**config.mk**
```make
export PLATFORM = sky130hd
export DESIGN_NAME = sleep_wake_ctrl
export DESIGN_NICKNAME = d
export VERILOG_FILES = /design/src/rtl/sleep_pkg.sv /design/src/rtl/sleep_dp.sv /design/src/rtl/sleep_ctl.sv /design/src/rtl/sleep_wake_ctrl.sv
export SDC_FILE = /design/constraint.sdc
export NUM_CORES = 1
export LEC_CHECK = 0
export ABC_AREA = 1
export CELL_PAD_IN_SITES_DETAIL_PLACEMENT = 1
export CELL_PAD_IN_SITES_GLOBAL_PLACEMENT = 1
export CORE_ASPECT_RATIO = 0.8
export CORE_MARGIN = 5
export CORE_UTILIZATION = 40
export CTS_CLUSTER_SIZE = 24
export DETAILED_ROUTE_END_ITERATION = 16
export DONT_BUFFER_PORTS = 1
export PLACE_DENSITY = 0.78
export SLEW_MARGIN = 20
export SYNTH_ARGS = -nofsm -noshare
export SYNTH_HDL_FRONTEND = slang
export SYNTH_SLANG_ARGS = --single-unit
```
**constraint.sdc**
```tcl
create_clock -name clk -period 2 [get_ports clk]
set_clock_uncertainty 0.1 [all_clocks]
set_input_delay 0.4 -clock clk [delete_from_list [all_inputs] [get_ports clk]]
set_output_delay 0.4 -clock clk [all_outputs]
set_load 0.02 [all_outputs]
```
**src/rtl/sleep_pkg.sv**
```systemverilog
package sleep_pkg;
  typedef enum logic [1:0] {
    ST_RUN   = 2'b00,
    ST_SLEEP = 2'b01,
    ST_WAKE  = 2'b10
  } sleepState_e;

  typedef struct packed {
    logic armed;     // core is asleep, wake sources are evaluated
    logic loadWake;  // capture the wake cause this cycle
  } ctlStrobe_t;

  localparam logic [1:0] CAUSE_INT = 2'b00;
  localparam logic [1:0] CAUSE_DMA = 2'b01;
  localparam logic [1:0] CAUSE_POR = 2'b10;
  localparam logic [1:0] CAUSE_MAN = 2'b11;

  localparam int CFG_SBY_BIT  = 7;
  localparam int CFG_EDGE_BIT = 6;
endpackage

```
**src/rtl/sleep_dp.sv**
```systemverilog
module sleep_dp
  import sleep_pkg::*;
#(
  parameter int NUM_SRC = 4,
  parameter int PRIO_W  = 4
) (
  input  logic                      clk,
  input  logic                      resetN,
  input  ctlStrobe_t                strb,
  input  logic                      cfgWe,
  input  logic [7:0]                cfgWdata,
  output logic [7:0]                cfgRdata,
  input  logic                      nmiPin,
  input  logic [NUM_SRC-1:0]        irqReq,
  input  logic [NUM_SRC-1:0]        irqEn,
  input  logic [NUM_SRC*PRIO_W-1:0] irqPrio,
  input  logic [PRIO_W-1:0]         maskLevel,
  input  logic                      dmaErr,
  output logic                      wakeAny,
  output logic                      sbySel,
  output logic [1:0]                wakeCause,
  output logic                      rstManual
);
  localparam int SYNC_DEPTH = 2;

  logic                  edgeSel;
  logic [SYNC_DEPTH-1:0] nmiSync;
  logic                  nmiPrev;
  logic                  nmiLevel;
  logic                  nmiEdge;
  logic [NUM_SRC-1:0]    srcWake;
  logic                  irqWake;
  logic                  dmaWake;
  logic [1:0]            causeCode;

  // configuration register
  always_ff @(posedge clk) begin
    if (!resetN) begin
      sbySel  <= 1'b0;
      edgeSel <= 1'b0;
    end else if (cfgWe) begin
      sbySel  <= cfgWdata[CFG_SBY_BIT];
      edgeSel <= cfgWdata[CFG_EDGE_BIT];
    end
  end

  assign cfgRdata = {sbySel, edgeSel, 1'b0, 5'b11111};

  // NMI synchronizer and edge detector, free running so the level is
  // valid while reset is low
  always_ff @(posedge clk) begin
    nmiSync <= {nmiSync[SYNC_DEPTH-2:0], nmiPin};
    nmiPrev <= nmiSync[SYNC_DEPTH-1];
  end

  assign nmiLevel = nmiSync[SYNC_DEPTH-1];
  assign nmiEdge  = edgeSel ? (nmiLevel & ~nmiPrev) : (~nmiLevel & nmiPrev);

  // per-source qualification: requested, enabled, above the mask
  for (genvar i = 0; i < NUM_SRC; i++) begin : g_src
    assign srcWake[i] = irqReq[i] & irqEn[i] &
                        (irqPrio[i*PRIO_W +: PRIO_W] > maskLevel);
  end

  assign irqWake = strb.armed & ((|srcWake) | nmiEdge);
  assign dmaWake = strb.armed & dmaErr;
  assign wakeAny = irqWake | dmaWake;

  always_comb begin
    causeCode = CAUSE_INT;
    if (dmaWake) causeCode = CAUSE_DMA;
  end

  // cause and reset-type registers
  always_ff @(posedge clk) begin
    if (!resetN) begin
      wakeCause <= nmiLevel ? CAUSE_POR : CAUSE_MAN;
      rstManual <= ~nmiLevel;
    end else if (strb.loadWake) begin
      wakeCause <= causeCode;
    end
  end
endmodule

```
**src/rtl/sleep_ctl.sv**
```systemverilog
module sleep_ctl
  import sleep_pkg::*;
(
  input  logic       clk,
  input  logic       resetN,
  input  logic       sleepStrobe,
  input  logic       sbySel,
  input  logic       wakeAny,
  output ctlStrobe_t strb,
  output logic       cpuHalt,
  output logic       sleepActive
);
  sleepState_e state, stateNxt;

  always_comb begin
    stateNxt = state;
    case (state)
      ST_RUN:   if (sleepStrobe && !sbySel) stateNxt = ST_SLEEP;
      ST_SLEEP: if (wakeAny) stateNxt = ST_WAKE;
      ST_WAKE:  stateNxt = ST_RUN;
      default:  stateNxt = ST_RUN;
    endcase
  end

  always_ff @(posedge clk) begin
    if (!resetN) state <= ST_RUN;
    else         state <= stateNxt;
  end

  assign sleepActive   = (state == ST_SLEEP);
  assign strb.armed    = sleepActive;
  assign strb.loadWake = sleepActive & wakeAny;
  assign cpuHalt       = (state != ST_RUN);
endmodule

```
**src/rtl/sleep_wake_ctrl.sv**
```systemverilog
module sleep_wake_ctrl
  import sleep_pkg::*;
#(
  parameter int NUM_SRC = 4,
  parameter int PRIO_W  = 4
) (
  input  logic                      clk,
  input  logic                      resetN,
  input  logic                      sleepStrobe,
  input  logic                      cfgWe,
  input  logic [7:0]                cfgWdata,
  output logic [7:0]                cfgRdata,
  input  logic                      nmiPin,
  input  logic [NUM_SRC-1:0]        irqReq,
  input  logic [NUM_SRC-1:0]        irqEn,
  input  logic [NUM_SRC*PRIO_W-1:0] irqPrio,
  input  logic [PRIO_W-1:0]         maskLevel,
  input  logic                      dmaErr,
  output logic                      cpuHalt,
  output logic [1:0]                wakeCause,
  output logic                      rstManual
);
  ctlStrobe_t strb;
  logic       wakeAny;
  logic       sbySel;
  logic       sleepActive;

  sleep_dp #(.NUM_SRC(NUM_SRC), .PRIO_W(PRIO_W)) u_dp (
    .clk(clk), .resetN(resetN), .strb(strb),
    .cfgWe(cfgWe), .cfgWdata(cfgWdata), .cfgRdata(cfgRdata),
    .nmiPin(nmiPin), .irqReq(irqReq), .irqEn(irqEn), .irqPrio(irqPrio),
    .maskLevel(maskLevel), .dmaErr(dmaErr), .wakeAny(wakeAny),
    .sbySel(sbySel), .wakeCause(wakeCause), .rstManual(rstManual)
  );

  sleep_ctl u_ctl (
    .clk(clk), .resetN(resetN), .sleepStrobe(sleepStrobe), .sbySel(sbySel),
    .wakeAny(wakeAny), .strb(strb), .cpuHalt(cpuHalt),
    .sleepActive(sleepActive)
  );
endmodule

```
# Word-level counts from Yosys, hierarchy flattened
# Cells that the tools add are included.
classes:
  mul: 0
  muxes: 8
  eq_ne: 4
  n_shift: 0
  magnitude_cmp: 4
  n_div: 0
  bitwise: 17
  n_addsub: 0
  n_reduce_logical: 6
ops:
  columns: ["operator", "n"]
  rows:
  - ["> comparator 4 bit", 4]
  - ["bitwise AND 1 bit", 13]
  - ["2-to-1 mux 2 bit", 4]
  - ["inequality test 2 x 1 -> 1 bit (second input constant)", 3]
  - ["case mux 2 bit (2 select lines)", 1]
  - ["OR reduction 4 bit", 1]
  - ["2-to-1 mux 1 bit", 3]
  - ["== test 2 x 1 -> 1 bit (second input constant)", 1]
  - ["zero test 2 bit", 1]
  - ["NOT 1 bit", 2]
  - ["bitwise OR 1 bit", 2]
  - ["AND reduction 2 bit", 1]
  - ["nonzero test 2 bit", 1]
  - ["logical AND 1 bit", 1]
  - ["zero test 1 bit", 1]
word_totals:
  mem_bits_rw: 0
  reg_bits: 10
  rom_bits: 0
  wordCells: 46
  latchBits: 0
  n_memories: 0

# Logic depth before layout (Yosys ltp)
# Gate-level depths: netlist of the first run.
logic_depth:
  ltp_word: 9
  mapped_depth: 13
  depth_no_buf: 13

# Cells and area by module
# A second synthesis of the first run with hierarchy kept.
hier_totals:
  cells_unflattened: 131
  hier_area_um2: 907.1
modules_own_cells:
  columns: ["module", "cells_per_inst", "area_each_um2", "n_inst"]
  rows:
  - ["sleep_dp", 114, 792.0, 1]
  - ["sleep_ctl", 17, 115.1, 1]

# Worst setup path after synthesis of the first run
# Ideal clock, no wire load.
synth_timing:
  path_type: "in2reg"
  start: "input port maskLevel[1]"
  end: "register u_dp.wakeCause[0], enable pin"
  cell_stages: 10
  slack_ns: 0.293
  required_ns: 1.603
  setup_ns: 0.297
  t_arrival_ns: 1.311
  cell_sequence: "inv_1 ha_1 inv_1 o21bai_2 nand2_1 a21oi_1 nor2_2 nand2_1 nand2_1 nand2_1"
synth_between:
  elab_chain_len: 8
synth_lines:
  columns: ["element", "line_no", "rtl"]
  rows:
  - ["from (decl)", "sleep_wake_ctrl.sv:17", "input logic [PRIO_W-1:0] maskLevel,"]
  - ["> comparator 4 bit", "sleep_dp.sv:62", "(irqPrio[i*PRIO_W +: PRIO_W] > maskLevel);"]
  - ["bitwise AND 1 bit", "sleep_dp.sv:61", "assign srcWake[i] = irqReq[i] & irqEn[i] &"]
  - ["OR reduction 4 bit (*)", "sleep_dp.sv:65", "assign irqWake = strb.armed & ((|srcWake) | nmiEdge);"]
  - ["bitwise OR 1 bit (*)", "sleep_dp.sv:65", null]
  - ["bitwise AND 1 bit (*)", "sleep_dp.sv:65", null]
  - ["bitwise OR 1 bit (*)", "sleep_dp.sv:67", "assign wakeAny = irqWake | dmaWake;"]
  - ["bitwise AND 1 bit (*)", "sleep_ctl.sv:32", "assign strb.loadWake = sleepActive & wakeAny;"]
  - ["inequality test 2 x 1 -> 1 bit (no source line) (*)", null, null]
  - ["to (signal assigned)", "sleep_dp.sv:77", "wakeCause <= nmiLevel ? CAUSE_POR : CAUSE_MAN;"]
  - ["to (signal assigned)", "sleep_dp.sv:80", "wakeCause <= causeCode;"]
  - ["to (decl)", "sleep_dp.sv:21", "output logic [1:0] wakeCause,"]
# Mark *: on every way between the ends. The rest lies on a longest branch, timed or not.
# A chain may end at the register's enable or synchronous reset.

# Final worst setup path of the first run
layout_timing:
  start: "input port maskLevel[1]"
  end: "register u_dp.wakeCause[1], enable pin"
# The elaborated chain is that of the path after synthesis.

==> run summary, run 1 <==
worst min path class: input pin to register
Top delay family on crit path: simple AND/OR/NAND/NOR gates
Worst Setup EP: u_dp.wakeCause[1]
period utilization: 81.5%
Sink Count: 10
final setup margin: 370 ps
Setup crit start: maskLevel[1]
HPWL after DPL: 1.64 mm
Lkg Pwr: 0.501 nW
worst flop-to-flop path endpoint: u_dp.wakeCause[1]
Worst EP arrival: 1510 ps
CP Capture Type: register
Placer Congestion: 0.685
final hold slack: 68.5 ps
critical path fanouts, max: 4
area of the mapped netlist: 873 µm²
DR WL/cell: 12.1 µm
vias after detailed routing: 726
Max Cap Viol: 0
Gate Count Post-Synth: 122
hold buffer count at CTS: 0
Congestion Overflow GR: 0
Die Span Y: 51.8 µm
critical path's slowest cell: ha_1
Layout area overhead: 1.43%
CTS tree: yes
max incr delay on CP: 320 ps
Yosys top cell area share: 22.9%
postcts setup bufs: 0
critical path depth in cells: 10
CP Launch Type: input pin
Iteration-0 DRC Markers: 17
DIE AREA: 3220 µm²
CTS buffer count: 3
Fin. Hold Viols: 0
Peak VDD IR: 0.000415 V
Core Util, Final: 41.8%
IO buf count: 0
RSZ-0062 raised after global routing: no
Pre-antenna DRT Iters: 2
Crit path top cell by count: nand2_1
register area share after synthesis: 26.4%
initial antenna violation count: 0
IO Count: 54
Antenna Cells: 0
Clock Path Buffers: 2
Cell Rows: 15
DRT Wirelength: 1.79 mm
FF+latch count, synth: 10
number of warnings issued by yosys: 0
cts repair resizes: 0
Initial Util: 41.2%
Chip Width: 62.2 µm
DR DRC count: 0
vias per cell: 4.94
area leader, netlist: ha_1
Antenna Nets Post-Route: 0
Synth area leaders: ha_1, dfxtp_1, nand2_1
overall routing resource usage: 12.0%
fin crit period: 1630 ps
status: complete, no violations
R2R setup slack: 490 ps
largest net degree at the start of global routing: 7
fmax: 613 MHz
crit-path cells: inv_1 > ha_1 > inv_1 > o21bai_2 > nand2_1 > a21oi_1 > nor2_2 > nand2_1 > nand2_1 > nand2_1
# setup viols final: 0
first-pass GRT wire length: 3.06 mm
Nets: 181
Core Area: 2120 µm²
number of H-tree levels: 1
Max Transition Viols Final: 0
WP buf/inv: 2
vias in the first global route: 749
Final TNS setup: 0 ps
PD cells: 564 nW/µm²
worst slack, placed: 102 ps
WS Path Type: input pin to register
clock transition at the registers of the reported paths: 60 ps
FF-to-FF path depth: 8
Clock Root Buffer: clkbuf_4
syn_area_per_cell: 7.16 µm²
Distinct cells, synth: 19
Worst R2R Start: u_dp.edgeSel
layout cells sized above 1: 9.84%
clk_lat worst skew: 260 ps
critical path required time: 1880 ps
state kept, by name (all words and copies together), names as in the netlist:
| name | flops |
|---|---|
| u_ctl.state | 2 |
| u_dp.nmiSync | 2 |
| u_dp.wakeCause | 2 |
| u_dp.edgeSel | 1 |
| u_dp.nmiPrev | 1 |
| u_dp.rstManual | 1 |
| u_dp.sbySel | 1 |
power breakdown:
group / leakage, nW / total [mW] / switching (mW) / internal, mW
sequential: 0.0883 / 0.239 / 0.0156 / 0.223
clock: 0.0154 / 0.134 / 0.0624 / 0.0717
combinational: 0.397 / 0.127 / 0.0803 / 0.0464
total: 0.501 / 0.500 / 0.158 / 0.341
placed cells by master (no fill, tap or decap), types with 3 or more instances in the layout:
cell,count
inv_2,3
clkbuf_4,3
edfxtp_1,3
ha_1,16
dfxtp_1,7
nand2_1,31
nor2_1,7
nand3_1,3
nor2_2,3
conb_1,6
a21oi_1,7
inv_1,22
routing by layer:
metal  routed length (µm)  track usage [%]  vias up
li1                     -                -      371
met1                  775             13.2      327
met2                  888             22.8       28
met3                  122             4.75        0
met4                    0             1.08        0
met5                    0                0        -
cell families after synthesis:
family	count (synthesis)	synth area share, %
other cells	2	0.860
compound gates	15	10.5
flops	10	26.4
buf+inv	33	17.6
simple gates	46	21.8
fa+ha+maj	16	22.9
Yosys cell counts:
cell and count:
a21oi_1 7, a21oi_2 2, buf_4 8, conb_1 2, dfxtp_1 7, edfxtp_1 3
ha_1 16, inv_1 22, inv_2 3, nand2_1 31, nand3_1 3, nand3b_1 1
nand4_1 1, nor2_1 7, nor2_2 3, o21ai_0 2, o21ai_1 2, o21bai_1 1
o21bai_2 1
worst min-delay path by stage:
stage                     cells after the start         endpoint             from
after CTS                                     0  u_dp.nmiSync[0]           nmiPin
after global placement                        0  u_dp.nmiSync[1]  u_dp.nmiSync[0]
final                                         0  u_dp.nmiSync[0]           nmiPin
after detailed placement                      0  u_dp.nmiSync[1]  u_dp.nmiSync[0]
after global routing                          0  u_dp.nmiSync[0]           nmiPin
after floorplan                               0  u_dp.nmiSync[1]  u_dp.nmiSync[0]
per-stage QoR:
stage               instances  area [µm²]  power (mW)
detailed placement        143         860       0.373
global placement          143         860       0.364
CTS                       147         886       0.511
finish                    147         886       0.500
global route              147         886       0.550
floorplan                 126         888       0.360
layout make-up:
class	count	area, µm²
fill	280	1230
multi-input combinational	83	504
sequential	10	230
inverter	25	93.8
tap	25	31.3
clock buffer	3	22.5
clock inverter	1	3.75
No activity file was read; power rests on OpenSTA's default activity.
==> inputs of run 2 (changes only) <==
clock period = 1.5 ns   (was 2 ns; I/O delays follow)
==> run 2 against run 1 <==
Against the previous run: sequential power is 32% higher; die area did not move; register-to-register slack lost 310 ps; via count unchanged; clock-buffer cell count stayed put; wire length increased by 16%; global-route usage up 1.6 points; sequential share of layout area decreased by 3.8 points.
==> run summary, run 2 (synthesis gave the netlist of run 1 again) <==
status: complete, no violations
hold buffer count at CTS: 1 (+1)
CP Capture Type: register
commonest non-fill, non-tap cell in the layout: nand2_1
Peak VDD IR: 0.000503 V (+21%)
postcts setup bufs: 0 (unchanged)
IO buf count: 0 (unchanged)
most frequent cells in the layout: nand2_1, inv_1, ha_4, ha_1
largest net degree at the start of global routing: 7 (unchanged)
crit-path cells: inv_4 > ha_4 > nand2_1 > inv_1 > nand2_1 > nand2_1 > nand2_1 > nand2_1 > nor2_2 > nand2_1 > nand2_1 > nand2_1
Worst EP arrival: 1290 ps (-220 ps)
Pre-antenna DRT Iters: 3 (+1)
Die Span Y: 51.8 µm (unchanged)
worst slack, placed: -170 ps (-272 ps)
CTS tree: yes
Layout area overhead: 19.1%
Antenna Nets Post-Route: 0 (unchanged)
CP Launch Type: input pin
RSZ-0062 raised after global routing: no
number of H-tree levels: 1 (unchanged)
vias after detailed routing: 726 (unchanged)
worst min path class: input pin to register
Crit path top cell by count: nand2_1
Area after DPL: 1000 µm² (+17%)
critical path required time: 1430 ps (-450 ps)
Clock Root Buffer: clkbuf_4
overall routing resource usage: 13.6% (+1.6 points)
clock transition at the registers of the reported paths: 70 ps (about the same)
Chip Width: 62.2 µm (unchanged)
initial antenna violation count: 0 (unchanged)
DRT Wirelength: 2.07 mm (+16%)
Max Transition Viols Final: 0 (unchanged)
Sink Count: 10 (unchanged)
Nets: 185 (+2.2%)
total power: 0.719 mW (+44%)
Antenna Cells: 0 (unchanged)
# setup viols final: 0 (unchanged)
vias in the first global route: 802 (+7.1%)
DIE AREA: 3220 µm² (unchanged)
first-pass GRT wire length: 3.37 mm (+9.9%)
Congestion Overflow GR: 0 (unchanged)
Top delay family on crit path: simple AND/OR/NAND/NOR gates
Clock Path Buffers: 2 (unchanged)
WS Path Type: input pin to register
cts repair resizes: 0 (unchanged)
PD cells: 691 nW/µm² (+23%)
clk_lat worst skew: 270 ps (about the same)
final setup margin: 143 ps (-227 ps)
biggest regs: u_ctl.state: 2 flops, u_dp.nmiSync: 2 flops, u_dp.wakeCause: 2 flops
Core Area: 2120 µm² (unchanged)
Placer Congestion: 0.693 (+1.1%)
fin crit period: 1360 ps
fmax: 737 MHz
IO Count: 54 (unchanged)
Lkg Pwr: 0.518 nW (+3.4%)
critical path's slowest cell: ha_4
max incr delay on CP: 210 ps (-110 ps)
Iteration-0 DRC Markers: 4 (-13)
HPWL after DPL: 1.91 mm (+16%)
Cell Rows: 15 (unchanged)
vias per cell: 4.81 (-2.6%)
# fillers: 270 (-3.6%)
critical path fanouts, max: 4 (unchanged)
Max Cap Viol: 0 (unchanged)
Initial Util: 41.2% (unchanged)
Fin. Hold Viols: 0 (unchanged)
WP buf/inv: 2 (unchanged)
CTS buffer count: 3 (unchanged)
layout cells sized above 1: 22.2% (+12 points)
top sig layer: met4
Routed met3 length: 204 µm (+67%)
metal2 WL: 1.04 mm (+17%)
post-route cell area: 1040 µm² (+17%)
Met1 Routed Length: 809 µm (+4.4%)
DR DRC count: 0 (unchanged)
period utilization: 90.5%
DR WL/cell: 13.7 µm (+13%)
==> run 2: cell types whose count changed in the layout (fill, tap and decap cells not counted), sizes merged <==
| cell | change |
|---|---|
| dlygate4sd3 | +1 |
| buf | +3 |
==> run 2: cell type report <==
cell class,instances,area [µm²],area share (%)
Tap cell,25,31.3,3.01
Sequential cell,10,230,22.1
Multi-Input combinational cell,83,608,58.5
Clock buffer,3,22.5,2.17
Timing Repair Buffer,4,32.5,3.13
Inverter,25,111,10.7
Clock inverter,1,3.75,0.361
==> run 2: final timing paths <==
check,endpoint,from,depth (start not counted),slack (ps)
worst min register to register,u_dp.nmiSync[1],u_dp.nmiSync[0],0,230
worst max register to register,u_dp.wakeCause[1],u_dp.nmiSync[1],7,180
worst min-delay path,u_dp.sbySel,resetN,2,80
worst max-delay path,u_dp.wakeCause[1],maskLevel[3],12,140
==> run 2: metal layers <==
| layer | GRT usage [%] | up-vias |
|---|---|---|
| met5 | 0 | - |
| met4 | 3.25 | 0 |
| met3 | 6.05 | 2 |
| met2 | 25.7 | 32 |
| met1 | 13.8 | 319 |
| li1 | - | 373 |
==> run 2: where the power goes <==
part           total (mW)  internal (mW)  switching [mW]
Combinational       0.213         0.0908           0.122
Clock               0.190         0.0959          0.0944
Sequential          0.316          0.297          0.0185
Total               0.719          0.484           0.235
==> run 2: per-stage QoR <==
stage | cells | util, % | TNS (ps) | hold WS, ps
CTS | 151 | 49.0 | 0 | 71.1
global route | 151 | 49.0 | 0 | 82.4
global placement | 146 | 47.3 | -322 | 210
detailed placement | 146 | 47.3 | -469 | 216
floorplan | 126 | - | -48.4 | 210
finish | 151 | 49.0 | 0 | 83.3
